$ cat config.mk
export PLATFORM = sky130hd
export DESIGN_NAME = blk_addr_seq
export DESIGN_NICKNAME = d
export VERILOG_FILES = /design/src/rtl/blkseq_pkg.sv /design/src/rtl/blkseq_stack_dec.sv /design/src/rtl/blkseq_popcnt.sv /design/src/rtl/blkseq_lowbit.sv /design/src/rtl/blkseq_addr_calc.sv /design/src/rtl/blk_addr_seq.sv
export SDC_FILE = /design/constraint.sdc
export NUM_CORES = 1
export LEC_CHECK = 0
export ABC_AREA = 1
export CAP_MARGIN = 20
export CELL_PAD_IN_SITES_DETAIL_PLACEMENT = 0
export CELL_PAD_IN_SITES_GLOBAL_PLACEMENT = 1
export CORE_MARGIN = 10
export CORE_UTILIZATION = 39
export DETAILED_ROUTE_END_ITERATION = 12
export GPL_ROUTABILITY_DRIVEN = 0
export PLACE_DENSITY_LB_ADDON = 0.1
export RECOVER_POWER = 50
export SETUP_SLACK_MARGIN = 0.05
export SLEW_MARGIN = 25
export SYNTH_ARGS = -nofsm -noshare
export SYNTH_HDL_FRONTEND = slang
export SYNTH_SLANG_ARGS = --single-unit
$ cat constraint.sdc
create_clock -name clk -period 7.45 [get_ports clk]
set_input_delay 1.49 -clock clk [delete_from_list [all_inputs] [get_ports clk]]
set_output_delay 1.49 -clock clk [all_outputs]
set_load 0.02 [all_outputs]
$ cat src/rtl/blkseq_pkg.sv
`timescale 1ns/1ps
// Package: shared encodings for the block transfer address sequencer.
// Assumes mode code bit 1 selects stepping down and bit 0 selects the
// "before" variant; the stack decoder and address calculator rely on that.
package blkseq_pkg;

    typedef enum logic [1:0] {
        MODE_UP_AFTER    = 2'b00,
        MODE_UP_BEFORE   = 2'b01,
        MODE_DOWN_AFTER  = 2'b10,
        MODE_DOWN_BEFORE = 2'b11
    } xfer_mode_t;

    typedef enum logic [1:0] {
        SEQ_IDLE = 2'b00,
        SEQ_RUN  = 2'b01,
        SEQ_DONE = 2'b10
    } seq_state_t;

endpackage

$ cat src/rtl/blkseq_stack_dec.sv
`timescale 1ns/1ps
// Module: blkseq_stack_dec
// Picks the effective transfer mode. In stack form, a push steps in the
// growth direction and a pop against it. A pointer at the last item uses
// the "before" variant for push; a pointer at the next free slot uses it
// for pop. Assumes stack_kind bit 1 = grows upward, bit 0 = empty pointer.
module blkseq_stack_dec
    import blkseq_pkg::*;
(
    input  logic       use_stack,
    input  logic [1:0] stack_kind,
    input  logic       is_pop,
    input  logic [1:0] raw_mode,
    output xfer_mode_t mode
);

    logic grows_up;
    logic ptr_empty;
    logic step_down;
    logic pre_step;

    // Derive direction and before/after from the stack flavour.
    always_comb begin
        grows_up  = stack_kind[1];
        ptr_empty = stack_kind[0];
        step_down = is_pop ? grows_up : !grows_up;
        pre_step  = is_pop ? ptr_empty : !ptr_empty;
    end

    // Select between direct mode and stack-derived mode.
    always_comb begin
        if (use_stack) begin
            mode = xfer_mode_t'({step_down, pre_step});
        end else begin
            mode = xfer_mode_t'(raw_mode);
        end
    end

endmodule

$ cat src/rtl/blkseq_popcnt.sv
`timescale 1ns/1ps
// Module: blkseq_popcnt
// Counts the set bits of a register mask. Assumes CW can hold N.
module blkseq_popcnt #(
    parameter int N  = 16,
    parameter int CW = $clog2(N + 1)
) (
    input  logic [N-1:0]  vec,
    output logic [CW-1:0] cnt
);

    // Sum the mask bits.
    always_comb begin
        cnt = '0;
        for (int i = 0; i < N; i++) begin
            cnt = cnt + CW'(vec[i]);
        end
    end

endmodule

$ cat src/rtl/blkseq_lowbit.sv
`timescale 1ns/1ps
// Module: blkseq_lowbit
// Finds the lowest set bit of the remaining mask, returns the mask with
// that bit cleared, and flags when it was the only set bit. Output index
// is don't-care (zero) for an empty vector.
module blkseq_lowbit #(
    parameter int N  = 16,
    parameter int IW = $clog2(N)
) (
    input  logic [N-1:0]  vec,
    output logic [IW-1:0] idx,
    output logic [N-1:0]  rest,
    output logic          is_last
);

    localparam logic [N-1:0] ONE = N'(1);

    logic [N-1:0] found;

    // One-hot chain: bit i is marked when it is set and nothing below is.
    for (genvar g = 0; g < N; g++) begin : g_chain
        if (g == 0) begin : g_first
            assign found[g] = vec[g];
        end else begin : g_next
            assign found[g] = vec[g] && (vec[g-1:0] == '0);
        end
    end

    // Encode the one-hot position.
    always_comb begin
        idx = '0;
        for (int i = 0; i < N; i++) begin
            if (found[i]) begin
                idx = IW'(i);
            end
        end
    end

    // Strip the lowest bit and detect the final word.
    always_comb begin
        rest    = vec & (vec - ONE);
        is_last = (rest == '0);
    end

endmodule

$ cat src/rtl/blkseq_addr_calc.sv
`timescale 1ns/1ps
// Module: blkseq_addr_calc
// Computes the first word address and the written-back base from the base,
// mode and word count. The lowest register always gets the lowest address,
// so step-down modes start below the base by the whole block size.
// Arithmetic wraps modulo 2^AW.
module blkseq_addr_calc
    import blkseq_pkg::*;
#(
    parameter int AW = 32,
    parameter int CW = 5,
    parameter int WB = 4
) (
    input  logic [AW-1:0] base,
    input  xfer_mode_t    mode,
    input  logic [CW-1:0] count,
    output logic [AW-1:0] first_addr,
    output logic [AW-1:0] wb_base
);

    localparam logic [AW-1:0] STEP = AW'(WB);

    logic [AW-1:0] span;
    logic [AW-1:0] below;
    logic [AW-1:0] above;

    // Block size in bytes and the two possible end points.
    always_comb begin
        span  = AW'(count) * STEP;
        below = base - span;
        above = base + span;
    end

    // Starting address per mode.
    always_comb begin
        unique case (mode)
            MODE_UP_AFTER:    first_addr = base;
            MODE_UP_BEFORE:   first_addr = base + STEP;
            MODE_DOWN_AFTER:  first_addr = below + STEP;
            MODE_DOWN_BEFORE: first_addr = below;
            default:          first_addr = base;
        endcase
    end

    // Updated base: moves by the block size in the stepping direction.
    always_comb begin
        wb_base = mode[1] ? below : above;
    end

endmodule

$ cat src/rtl/blk_addr_seq.sv
`timescale 1ns/1ps
// Module: blk_addr_seq (top)
// Sequences the word addresses of a multi-register block transfer. A
// request is taken when idle; each selected register then yields one
// address/index pair per valid-ready handshake, lowest index at lowest
// address. A one-cycle done pulse follows the last handshake and carries
// the final base. Assumes the consumer may stall indefinitely.
module blk_addr_seq
    import blkseq_pkg::*;
#(
    parameter int ADDR_W     = 32,
    parameter int NREG       = 16,
    parameter int WORD_BYTES = 4,
    localparam int IDX_W     = $clog2(NREG),
    localparam int CNT_W     = $clog2(NREG + 1)
) (
    input  logic              clk,
    input  logic              rst_n,
    input  logic              start_valid,
    output logic              start_ready,
    input  logic [ADDR_W-1:0] start_base,
    input  logic [NREG-1:0]   start_mask,
    input  logic [1:0]        start_mode,
    input  logic              start_use_stack,
    input  logic [1:0]        start_stack_kind,
    input  logic              start_pop,
    input  logic              start_wb,
    output logic              out_valid,
    input  logic              out_ready,
    output logic [ADDR_W-1:0] out_addr,
    output logic [IDX_W-1:0]  out_reg,
    output logic              done,
    output logic [ADDR_W-1:0] final_base
);

    localparam logic [ADDR_W-1:0] STEP = ADDR_W'(WORD_BYTES);

    seq_state_t        state;
    logic [NREG-1:0]   rem_mask;
    logic [ADDR_W-1:0] cur_addr;
    logic [ADDR_W-1:0] fin_base;

    xfer_mode_t        eff_mode;
    logic [CNT_W-1:0]  word_cnt;
    logic [ADDR_W-1:0] first_addr;
    logic [ADDR_W-1:0] wb_base;
    logic [IDX_W-1:0]  low_idx;
    logic [NREG-1:0]   rem_next;
    logic              last_word;
    logic              accept;
    logic              advance;

    blkseq_stack_dec u_mode (
        .use_stack  (start_use_stack),
        .stack_kind (start_stack_kind),
        .is_pop     (start_pop),
        .raw_mode   (start_mode),
        .mode       (eff_mode)
    );

    blkseq_popcnt #(.N(NREG), .CW(CNT_W)) u_cnt (
        .vec (start_mask),
        .cnt (word_cnt)
    );

    blkseq_addr_calc #(.AW(ADDR_W), .CW(CNT_W), .WB(WORD_BYTES)) u_calc (
        .base       (start_base),
        .mode       (eff_mode),
        .count      (word_cnt),
        .first_addr (first_addr),
        .wb_base    (wb_base)
    );

    blkseq_lowbit #(.N(NREG), .IW(IDX_W)) u_low (
        .vec     (rem_mask),
        .idx     (low_idx),
        .rest    (rem_next),
        .is_last (last_word)
    );

    // Handshake qualifiers for request intake and word advance.
    always_comb begin
        accept  = (state == SEQ_IDLE) && start_valid;
        advance = (state == SEQ_RUN) && out_ready;
    end

    // Sequencer state, remaining mask, running address and final base.
    always_ff @(posedge clk) begin
        if (!rst_n) begin
            state    <= SEQ_IDLE;
            rem_mask <= '0;
            cur_addr <= '0;
            fin_base <= '0;
        end else begin
            unique case (state)
                SEQ_IDLE: begin
                    if (accept) begin
                        rem_mask <= start_mask;
                        cur_addr <= first_addr;
                        fin_base <= start_wb ? wb_base : start_base;
                        state    <= (start_mask == '0) ? SEQ_DONE : SEQ_RUN;
                    end
                end
                SEQ_RUN: begin
                    if (advance) begin
                        rem_mask <= rem_next;
                        cur_addr <= cur_addr + STEP;
                        if (last_word) begin
                            state <= SEQ_DONE;
                        end
                    end
                end
                SEQ_DONE: begin
                    state <= SEQ_IDLE;
                end
                default: begin
                    state <= SEQ_IDLE;
                end
            endcase
        end
    end

    // Port outputs decoded from registered state.
    always_comb begin
        start_ready = (state == SEQ_IDLE);
        out_valid   = (state == SEQ_RUN);
        out_addr    = cur_addr;
        out_reg     = low_idx;
        done        = (state == SEQ_DONE);
        final_base  = fin_base;
    end

endmodule

Yosys cells after proc, flatten, opt, wreduce, memory -nomap -nowiden
Cells that the tools add are included.
Storage, ports and cells
  output and inout bits: 71
  flip-flop bits (word level): 82
  word-level logic and storage cells: 108
Cells by class
  mux-type cells: 32
  bitwise operators: 2
  reduce and logical (&&, ||, !) cells: 41
  add/subtract/negate cells: 21
  equal/unequal tests: 8
Operators with widths (count)
  $mux W32: 4
  $pmux W32 S4: 1
  $add A32 B3 Y32 const B: 3
  $add A5 B1 Y5: 14
  $pmux W32 S2: 1
  $add A32 B7 Y32: 1
  $logic_not A16 Y1: 2
  $mux W16: 2
  $mux W4: 8
  $pmux W16 S2: 1
  $sub A32 B7 Y32: 1
  $logic_and A1 B1 Y1: 17
  $and A16 B16 Y16: 1
  $sub A16 B1 Y16 const B: 1
  $logic_not A15 Y1: 1
  $logic_not A14 Y1: 1
  $mux W2: 7
  $logic_not A13 Y1: 1
  $logic_not A12 Y1: 1
  $mux W3: 4
  $logic_not A11 Y1: 1
  $logic_not A10 Y1: 1
  $logic_not A9 Y1: 1
  $logic_not A8 Y1: 1
  17 further kinds: 28

Depth between registers and ports, before layout
Gate-level depths: netlist (run 1).
  depth after elaboration: 20
  gate-level depth with buffers: 36

Modules after synthesis
Synthesis (run 1) repeated with hierarchy kept, for this count alone.
Second synthesis, totals
  cell total of the unflattened synthesis: 1877
  area, all modules: 10213.5 um^2
By module, submodules not included
  blkseq_addr_calc: area an instance 4822.1 um^2, times used 1, sequential area each 0.0 um^2, cells an instance 991
  blk_addr_seq: area an instance 4434.3 um^2, times used 1, sequential area each 1641.6 um^2, cells an instance 714
  blkseq_lowbit: area an instance 488.0 um^2, times used 1, sequential area each 0.0 um^2, cells an instance 106
  blkseq_popcnt: area an instance 414.1 um^2, times used 1, sequential area each 0.0 um^2, cells an instance 52
  blkseq_stack_dec: area an instance 55.1 um^2, times used 1, sequential area each 0.0 um^2, cells an instance 14

Worst setup path before layout (run 1)
No wires, ideal clock.
  kind: input -> register
  start: input port start_mask[0]
  end: register cur_addr[28], in the netlist out_addr[28]
  stages on the path: 29
  data arrival time: 6.776 ns
  setup slack: 0.608 ns
  path buffers: 0
  path through: inv_1 > ha_1 > inv_1 > fa_1 > fa_1 > fa_1 > fa_1 > fa_1 > fa_1 > inv_1 > fa_1 > inv_1 > nand2_1 > nand2_1 > ha_1 > inv_1 > a21oi_1 > nand3_1 > nor2_4 > nand3_4 > nor2_4 > nand3_4 > nor2_8 > nand2_1 > nand2_1 > nand3_1 > nand2_1 > nand2_1 > a21oi_2
Between the ends
  longest elaborated chain between the ends: 20
RTL lines
  from (decl): RTL line blk_addr_seq.sv:22  | input logic [NREG-1:0] start_mask,
  $add A1 B1 Y2 *: RTL line blkseq_popcnt.sv:16  | cnt = cnt + CW'(vec[i]);
  $add A5 B1 Y5 * (14 in a row): RTL line blkseq_popcnt.sv:16
  $sub A32 B7 Y32 *: RTL line blkseq_addr_calc.sv:30  | below = base - span;
  $add A32 B3 Y32: RTL line blkseq_addr_calc.sv:39  | MODE_DOWN_AFTER: first_addr = below + STEP;
  $pmux W32 S4 *: RTL line blkseq_addr_calc.sv:36  | unique case (mode)
  $mux W32 *: RTL line blk_addr_seq.sv:97  | if (accept) begin
  $pmux W32 S2 *: RTL line blk_addr_seq.sv:95  | unique case (state)
  to (signal assigned): RTL line blk_addr_seq.sv:99  | cur_addr <= first_addr;
  to (signal assigned): RTL line blk_addr_seq.sv:107  | cur_addr <= cur_addr + STEP;
  to (decl): RTL line blk_addr_seq.sv:40  | logic [ADDR_W-1:0] cur_addr;
Every way passes the cells marked *; elsewhere a longest branch is shown, timed or not. The select of a mux whose other input is x is not followed.
A chain may end at the register's enable or synchronous reset.

Worst setup path after layout (run 1)
  start: input port start_mask[8]
  end: register cur_addr[28], in the netlist out_addr[28]
Between the ends
  longest elaborated chain between the ends: 13
RTL lines (RTL line)
  $add A5 B1 Y5 * (8 in a row): blkseq_popcnt.sv:16
  $sub A32 B7 Y32 *: blkseq_addr_calc.sv:30
  $add A32 B3 Y32: blkseq_addr_calc.sv:39
  $pmux W32 S4 *: blkseq_addr_calc.sv:36
  $mux W32 *: blk_addr_seq.sv:97
  $pmux W32 S2 *: blk_addr_seq.sv:95
Marks and branches as above.

==> results of run 1 <==
state kept, by name (all words and copies together) (netlist names):
signal and cells:
final_base 32, state 2, out_addr 32, rem_mask 16
stage by stage:
stage / hold WS, ns / instance area (sq um) / worst slack, ns / utilization (%) / power, mW
after floorplan: 0.4668 / 9524 / 0.6080 / - / 1.735
after global placement: 0.4503 / 11840 / -0.2967 / 48.98 / 2.428
after detailed placement: 0.4562 / 11840 / -0.3686 / 48.99 / 2.444
after CTS: 0.4684 / 12170 / 0.05260 / 50.33 / 2.949
after global routing: 0.4910 / 12400 / 0.01396 / 51.30 / 3.293
final: 0.4613 / 12400 / 0.3183 / 51.30 / 3.057
worst max-delay path, cell delays in order:
cell and delay [ns]:
clkdlybuf4s50_1 0.51, inv_1 0.08, fa_1 0.50, fa_1 0.54, fa_1 0.44, fa_1 0.50
fa_2 0.41, fa_2 0.54, inv_1 0.06, fa_1 0.45, inv_1 0.07, nand2_1 0.06
nand2_2 0.08, ha_1 0.14, inv_1 0.05, a21oi_2 0.14, nand3_2 0.14, nor2_4 0.18
nand3_4 0.10, nor2_4 0.19, nand3_4 0.14, nor2_8 0.16, nand2_1 0.06, nand2_1 0.05
nand3_1 0.06, nand2_1 0.11, nand2_2 0.06, a21oi_2 0.10
layout by cell type, fill, tap and decap left out, types with 26 or more instances in the layout:
cell / n
a21oi_1: 119
a31oi_1: 26
buf_4: 131
clkdlybuf4s50_1: 60
dfxtp_1: 82
dlygate4sd3_1: 66
inv_1: 169
nand2_1: 393
nand2_2: 37
nand3_1: 139
nand4_1: 35
nor2_1: 123
nor3_1: 31
o211ai_1: 44
o21ai_0: 120
metal layers:
metal  vias up  track usage (%)  part of all wire [%]
li1       5780                -                     -
met1      5261            35.56                    49
met2       427            36.27                    42
met3        41            3.845                   6.8
met4         0            5.298                   1.5
met5         -                0                     0
repair_timing:
item,in CTS,in global routing
setup buffers,1,4
cloned,0,1
gates resized for setup,5,50
setup endpoints to repair,2,41
pin swaps,1,23
power groups by stage:
stage | combinational, mW | sequential [mW] | clock, mW
after floorplan | 1.09 | 0.641 | 0
after CTS | 1.89 | 0.586 | 0.475
after global placement | 1.83 | 0.594 | 0
after global routing | 2.20 | 0.598 | 0.494
after detailed placement | 1.85 | 0.596 | 0
final | 2.00 | 0.586 | 0.476
cell families after synthesis:
family          synth area share, %
compound gates                20.76
fa+ha+maj                     5.544
simple gates                  42.56
xor+xnor                      2.299
buf+inv                       11.60
flops                         17.24
how the worst max path moves through the flow:
| stage | startpoint | endpoint | cells past startpoint |
|---|---|---|---|
| finish | start_mask[8] | out_addr[28] | 28 |
| global route | start_mask[2] | out_addr[28] | 28 |
| CTS | start_mask[0] | out_addr[28] | 30 |
| detailed placement | start_mask[0] | out_addr[26] | 31 |
| global placement | start_mask[0] | out_addr[26] | 31 |
| floorplan | start_mask[0] | out_addr[28] | 29 |
area by class of cell:
| cell class | count | area, sq um | area share (%) |
|---|---|---|---|
| inverters | 193 | 732.0 | 5.902 |
| clock inverters | 7 | 65.06 | 0.5246 |
| well taps | 324 | 405.4 | 3.269 |
| repair buffers | 265 | 2347 | 18.93 |
| clock buffers | 9 | 225.2 | 1.816 |
| multi-input cells | 1263 | 6985 | 56.33 |
| flip-flops and latches | 82 | 1642 | 13.24 |
==> qor.csv, run 1 <==
stage;metric;value;unit
grt;antenna_found_initial;0;
sta;fmax;140.2;MHz
die;dieArea;31070;sq um
routing;routed_wl;38.96;mm
cells_and_area;final_layout_size_suffix_gt1_share;16.88;%
grt;overflow;0;
synth;ys_seq_elements;82;
clock_network;path_clk_slew;0.08;ns
routing;dr.pass1.iters;5;
synth;syn_area;9524;sq um
clock_network;cts_buffers;9;
synth;ys_types;49;
cells_and_area;antenna_cells;0;
grt;grt_max_degree;64;
die;ios;130;
status;status;complete, but fails checks;
status;violations;capacitance limit, slew limit;
power_and_ir_drop;p_seq_share;19.2;%
placed_design;port_buffers;129;
grt;grt_pass1_vias;10860;
routing;wl_per_cell;18.18;um
sta;tns;0;ns
power_and_ir_drop;p_leak;5.479;nW
power_and_ir_drop;intPower;1.559;mW
routing;drt_iter0_markers;1073;
sta;rsz0062_at_grt;false;
critical_path;arrival;7.42;ns
power_and_ir_drop;irDropWorstVdd;0.1679;mV
min_path;min_from;final_base[28];
clock_network;clockRootBuffer;clkbuf_16;
grt;grt_pass1_wl;60.84;mm
die;fp.dieW;176.3;um
die;start_util;39.39;%
sta;finalMaxSlewViolations;59;
clock_network;clock_latency;0.36;ns
cells_and_area;final_cells;2143;
critical_path;r2r_end;out_addr[28];
power_and_ir_drop;power_frac_comb;65.3;%
critical_path;critPathRequiredTime;7.74;ns
clock_network;cts_hold_buf;0;
sta;tightest_slew;2.891;ns
sta;setup_violations;0;
clock_network;cts.sinks;82;
synth;syn-num-nets;1717;
synth;synth_area_leader_cell;dfxtp_1;
cells_and_area;nNetsFinal;1908;
synth;synth.avg_cell_area;5.868;sq um
die;row_count;57;
routing;drc;0;
placed_design;dp.cells;2121;
critical_path;critPathLaunchType;input port;
critical_path;path_max_fanout;6;
power_and_ir_drop;p_per_area;246.5;nW/um^2
power_and_ir_drop;swShare;48.98;%
sta;finClkSkew;0.009845;ns
critical_path;endpoint_kind;flip-flop;
clock_network;clockBufferDepth;2;
cells_and_area;area_delta_synth_final;30.22;%
clock_network;cts_tree;yes;
synth;synth.most_common_cell;nand2_1;
synth;synth_edf_count;0;
synth;ys_seq_area_share;17.24;%
clock_network;htreeDepth;3;
routing;drt.antenna.violating_nets;0;
synth;async_reset_ff_share;0;%
power_and_ir_drop;switchingPower;1.497;mW
power_and_ir_drop;clkPwrFrac;15.6;%
synth;netlist_instances;1623;
die;core-area;24180;sq um
cells_and_area;fill_cells;2571;
flow_run;drv_cap;1;
sta;finalHoldViolations;0;
die;die_h;176.3;um
sta;min_period;7.132;ns
synth;yosys-top-cells-area;dfxtp_1 17%, nand2_1 16%, nand3_1 7.6%, inv_1 6.9%, a21oi_1 6.5%;
sta;post-route-period-util;95.73;%
min_path;holdPathStages;2;
critical_path;crit-reg2reg-launch;out_addr[2];
min_path;hold_class;reg2reg;
critical_path;timing_worst_setup_path_type;in2reg;
critical_path;r2r_slack;4.63;ns
sta;max_slew_margin;-92.73;%
routing;vias;11510;
synth;synth-main-ff-cell;dfxtp_1;
placed_design;dp_hpwl;29.44;mm
routing;routed_via_density;5.371;
synth;yosys-top-cells-count;408 x nand2_1, 174 x inv_1, 145 x nand3_1;
synth;yosysWarnings;0;
min_path;whs_endpoint;final_base[28];
critical_path;reg2regPathDepth;16;
grt;grtUsageTotal;24.25;%
synth;synth.top_cell.area_share;17.24;%
No activity file was read; power rests on OpenSTA's default activity.
==> run 2: changes to the inputs <==
--- a/config.mk
+++ b/config.mk
@@ -11,6 +11,7 @@
 export CELL_PAD_IN_SITES_GLOBAL_PLACEMENT = 1
 export CORE_MARGIN = 10
 export CORE_UTILIZATION = 39
+export CTS_CLUSTER_SIZE = 25
 export DETAILED_ROUTE_END_ITERATION = 12
 export GPL_ROUTABILITY_DRIVEN = 0
 export PLACE_DENSITY_LB_ADDON = 0.1
==> results of run 2 <==
Same layout as run 1: the final DEF is identical, and so are final timing and power.
==> run 3: changes to the inputs <==
--- a/config.mk
+++ b/config.mk
@@ -10,12 +10,12 @@
 export CELL_PAD_IN_SITES_DETAIL_PLACEMENT = 0
 export CELL_PAD_IN_SITES_GLOBAL_PLACEMENT = 1
 export CORE_MARGIN = 10
-export CORE_UTILIZATION = 39
+export CORE_UTILIZATION = 35
 export CTS_CLUSTER_SIZE = 25
 export DETAILED_ROUTE_END_ITERATION = 12
 export GPL_ROUTABILITY_DRIVEN = 0
 export PLACE_DENSITY_LB_ADDON = 0.1
-export RECOVER_POWER = 50
+export RECOVER_POWER = 25
 export SETUP_SLACK_MARGIN = 0.05
 export SLEW_MARGIN = 25
 export SYNTH_ARGS = -nofsm -noshare
==> run 3 against run 2 <==
Net effect: first-iteration DRC count increased by 0.93%; clock power decreased by 1%; combinational power hardly changed; the run now ends clean; die area up 10%; sequential share of layout area about the same; via count decreased by 0.73%.
==> qor.csv, run 3 (synthesis gave the netlist of run 1 again) <==
stage;metric;value;unit
critical_path;timing_worst_setup_path_type;in2reg;
critical_path;critPathRequiredTime;7.75;ns
clock_network;cts_buffers;9;
critical_path;crit_path_start;start_mask[8];
grt;grt_max_degree;64;
cells_and_area;nNetsFinal;1915;
power_and_ir_drop;finalPower;3.020;mW
placed_design;port_buffers;129;
power_and_ir_drop;power_frac_comb;65.1;%
power_and_ir_drop;p_per_area;244.4;nW/um^2
clock_network;path_clk_slew;0.08;ns
clock_network;clockBufferDepth;2;
die;core-area;26880;sq um
power_and_ir_drop;swShare;48.89;%
critical_path;critPathLaunchType;input port;
routing;dr.pass1.iters;5;
routing;routed_wl;39.25;mm
grt;grt_pass1_wl;60.38;mm
sta;whs;0.4611;ns
sta;setup_violations;0;
die;fp.dieW;185.0;um
power_and_ir_drop;intPower;1.544;mW
cells_and_area;final_layout_size_suffix_gt1_share;15.99;%
sta;fmax;141.1;MHz
cells_and_area;area_delta_synth_final;29.77;%
power_and_ir_drop;p_leak;5.450;nW
sta;post-route-period-util;95.13;%
critical_path;arrival;7.38;ns
routing;drc;0;
flow_run;drv_cap;0;
cells_and_area;layout_commonest_cell;nand2_1;
power_and_ir_drop;p_seq_share;19.4;%
clock_network;cts.sinks;82;
die;ios;130;
sta;min_period;7.087;ns
sta;max_slew_margin;32.29;%
sta;rsz0062_at_grt;false;
cells_and_area;layout_common_cells;404 x nand2_1, 170 x inv_1, 143 x nand3_1, 141 x buf_4, 126 x nor2_1;
grt;antenna_found_initial;0;
die;die_h;185.0;um
clock_network;htreeDepth;3;
clock_network;cts_hold_buf;0;
clock_network;clockRootBuffer;clkbuf_16;
routing;wl_per_cell;18.10;um
die;row_count;60;
grt;grtUsageTotal;22.35;%
min_path;min_from;final_base[1];
power_and_ir_drop;clkPwrFrac;15.5;%
routing;vias;11430;
power_and_ir_drop;switchingPower;1.476;mW
power_and_ir_drop;irDropWorstVdd;0.1752;mV
placed_design;dp_hpwl;29.95;mm
grt;grt_pass1_vias;10510;
critical_path;endpoint_kind;flip-flop;
sta;finalMaxSlewViolations;0;
die;dieArea;34210;sq um
min_path;hold_class;reg2reg;
die;start_util;35.44;%
grt;overflow;0;
sta;finalHoldViolations;0;
critical_path;crit-reg2reg-launch;out_addr[2];
routing;routed_via_density;5.270;
sta;finClkSkew;0.01335;ns
clock_network;clock_latency;0.36;ns
routing;drt_iter0_markers;1083;
sta;tightest_slew;1.016;ns
status;status;complete, no violations;
routing;drt.antenna.violating_nets;0;
critical_path;path_max_fanout;6;
clock_network;cts_tree;yes;
==> run 3: cell types whose count changed in the layout (fill, tap and decap cells not counted), sizes merged <==
cell           before  now
dlygate4sd3        66   37
clkdlybuf4s50      60   88
dlymetal6s2s        2    3
buf               134  143
clkbuf             12   10
diode               0    1
inv               189  190
clkinvlp            3    2
==> run 3: power by group through the flow <==
| stage | sequential [mW] | clock [mW] | combinational (mW) |
|---|---|---|---|
| after floorplan | 0.641 | 0 | 1.09 |
| after global placement | 0.595 | 0 | 1.83 |
| after detailed placement | 0.595 | 0 | 1.84 |
| after CTS | 0.585 | 0.485 | 1.87 |
| after global routing | 0.597 | 0.502 | 2.17 |
| final | 0.585 | 0.469 | 1.97 |
==> run 3: repair_timing <==
item                                    CTS  global route
endpoints found under the setup margin    5            38
gates resized for setup                   5            27
buffers inserted                          1            10
pin swaps                                 1            24
==> run 3: critical path, cell delays in order <==
cell,delay [ns]
clkdlybuf4s50_1,0.49
inv_2,0.06
fa_1,0.48
fa_1,0.54
fa_1,0.44
fa_1,0.50
fa_2,0.41
fa_2,0.57
inv_2,0.06
fa_1,0.45
inv_1,0.07
nand2_1,0.05
nand2_2,0.11
ha_4,0.12
inv_1,0.05
a21oi_2,0.13
nand3_2,0.13
nor2_4,0.15
nand3_4,0.10
nor2_4,0.19
nand3_4,0.14
nor2_8,0.16
nand2_1,0.06
nand2_1,0.06
nand3_1,0.06
nand2_1,0.11
nand2_1,0.07
a21oi_2,0.12
==> run 3: layer usage <==
layer | GRT usage [%] | wire, um | up-vias | part of all wire [%]
met3 | 3.683 | 2793 | 21 | 7.1
met5 | 0 | 0 | - | 0
met2 | 33.28 | 16640 | 382 | 42
li1 | - | - | 5787 | -
met1 | 33.12 | 19480 | 5235 | 50
met4 | 3.544 | 340 | 0 | 0.87
==> run 3: path summary, 6_finish.rpt <==
| kind | slack [ns] | cells past startpoint | to |
|---|---|---|---|
| max reg2reg | 4.62 | 16 | out_addr[28] |
| min reg2reg | 0.46 | 2 | final_base[1] |
| max | 0.36 | 28 | out_addr[30] |
| min | 0.46 | 2 | final_base[1] |
==> run 3: stage by stage <==
stage               util, %  setup slack (ns)  area, sq um  TNS, ns  cells
floorplan                 -            0.6080         9524        0   1623
CTS                   45.31            0.1024        12180        0   2157
global route          45.98           0.04361        12360        0   2167
finish                45.99            0.3628        12360        0   2168
detailed placement    44.16           -0.3548        11870   -7.271   2140
global placement      44.15           -0.3138        11870   -5.444   2140
==> run 3: cell type report <==
class,instances,area [sq um]
flip-flops and latches,82,1642
inverters,193,732.0
fillers,2932,14520
diodes,1,2.502
clock inverters,7,62.56
well taps,341,426.7
multi-input cells,1263,6889
repair buffers,272,2380
clock buffers,9,225.2
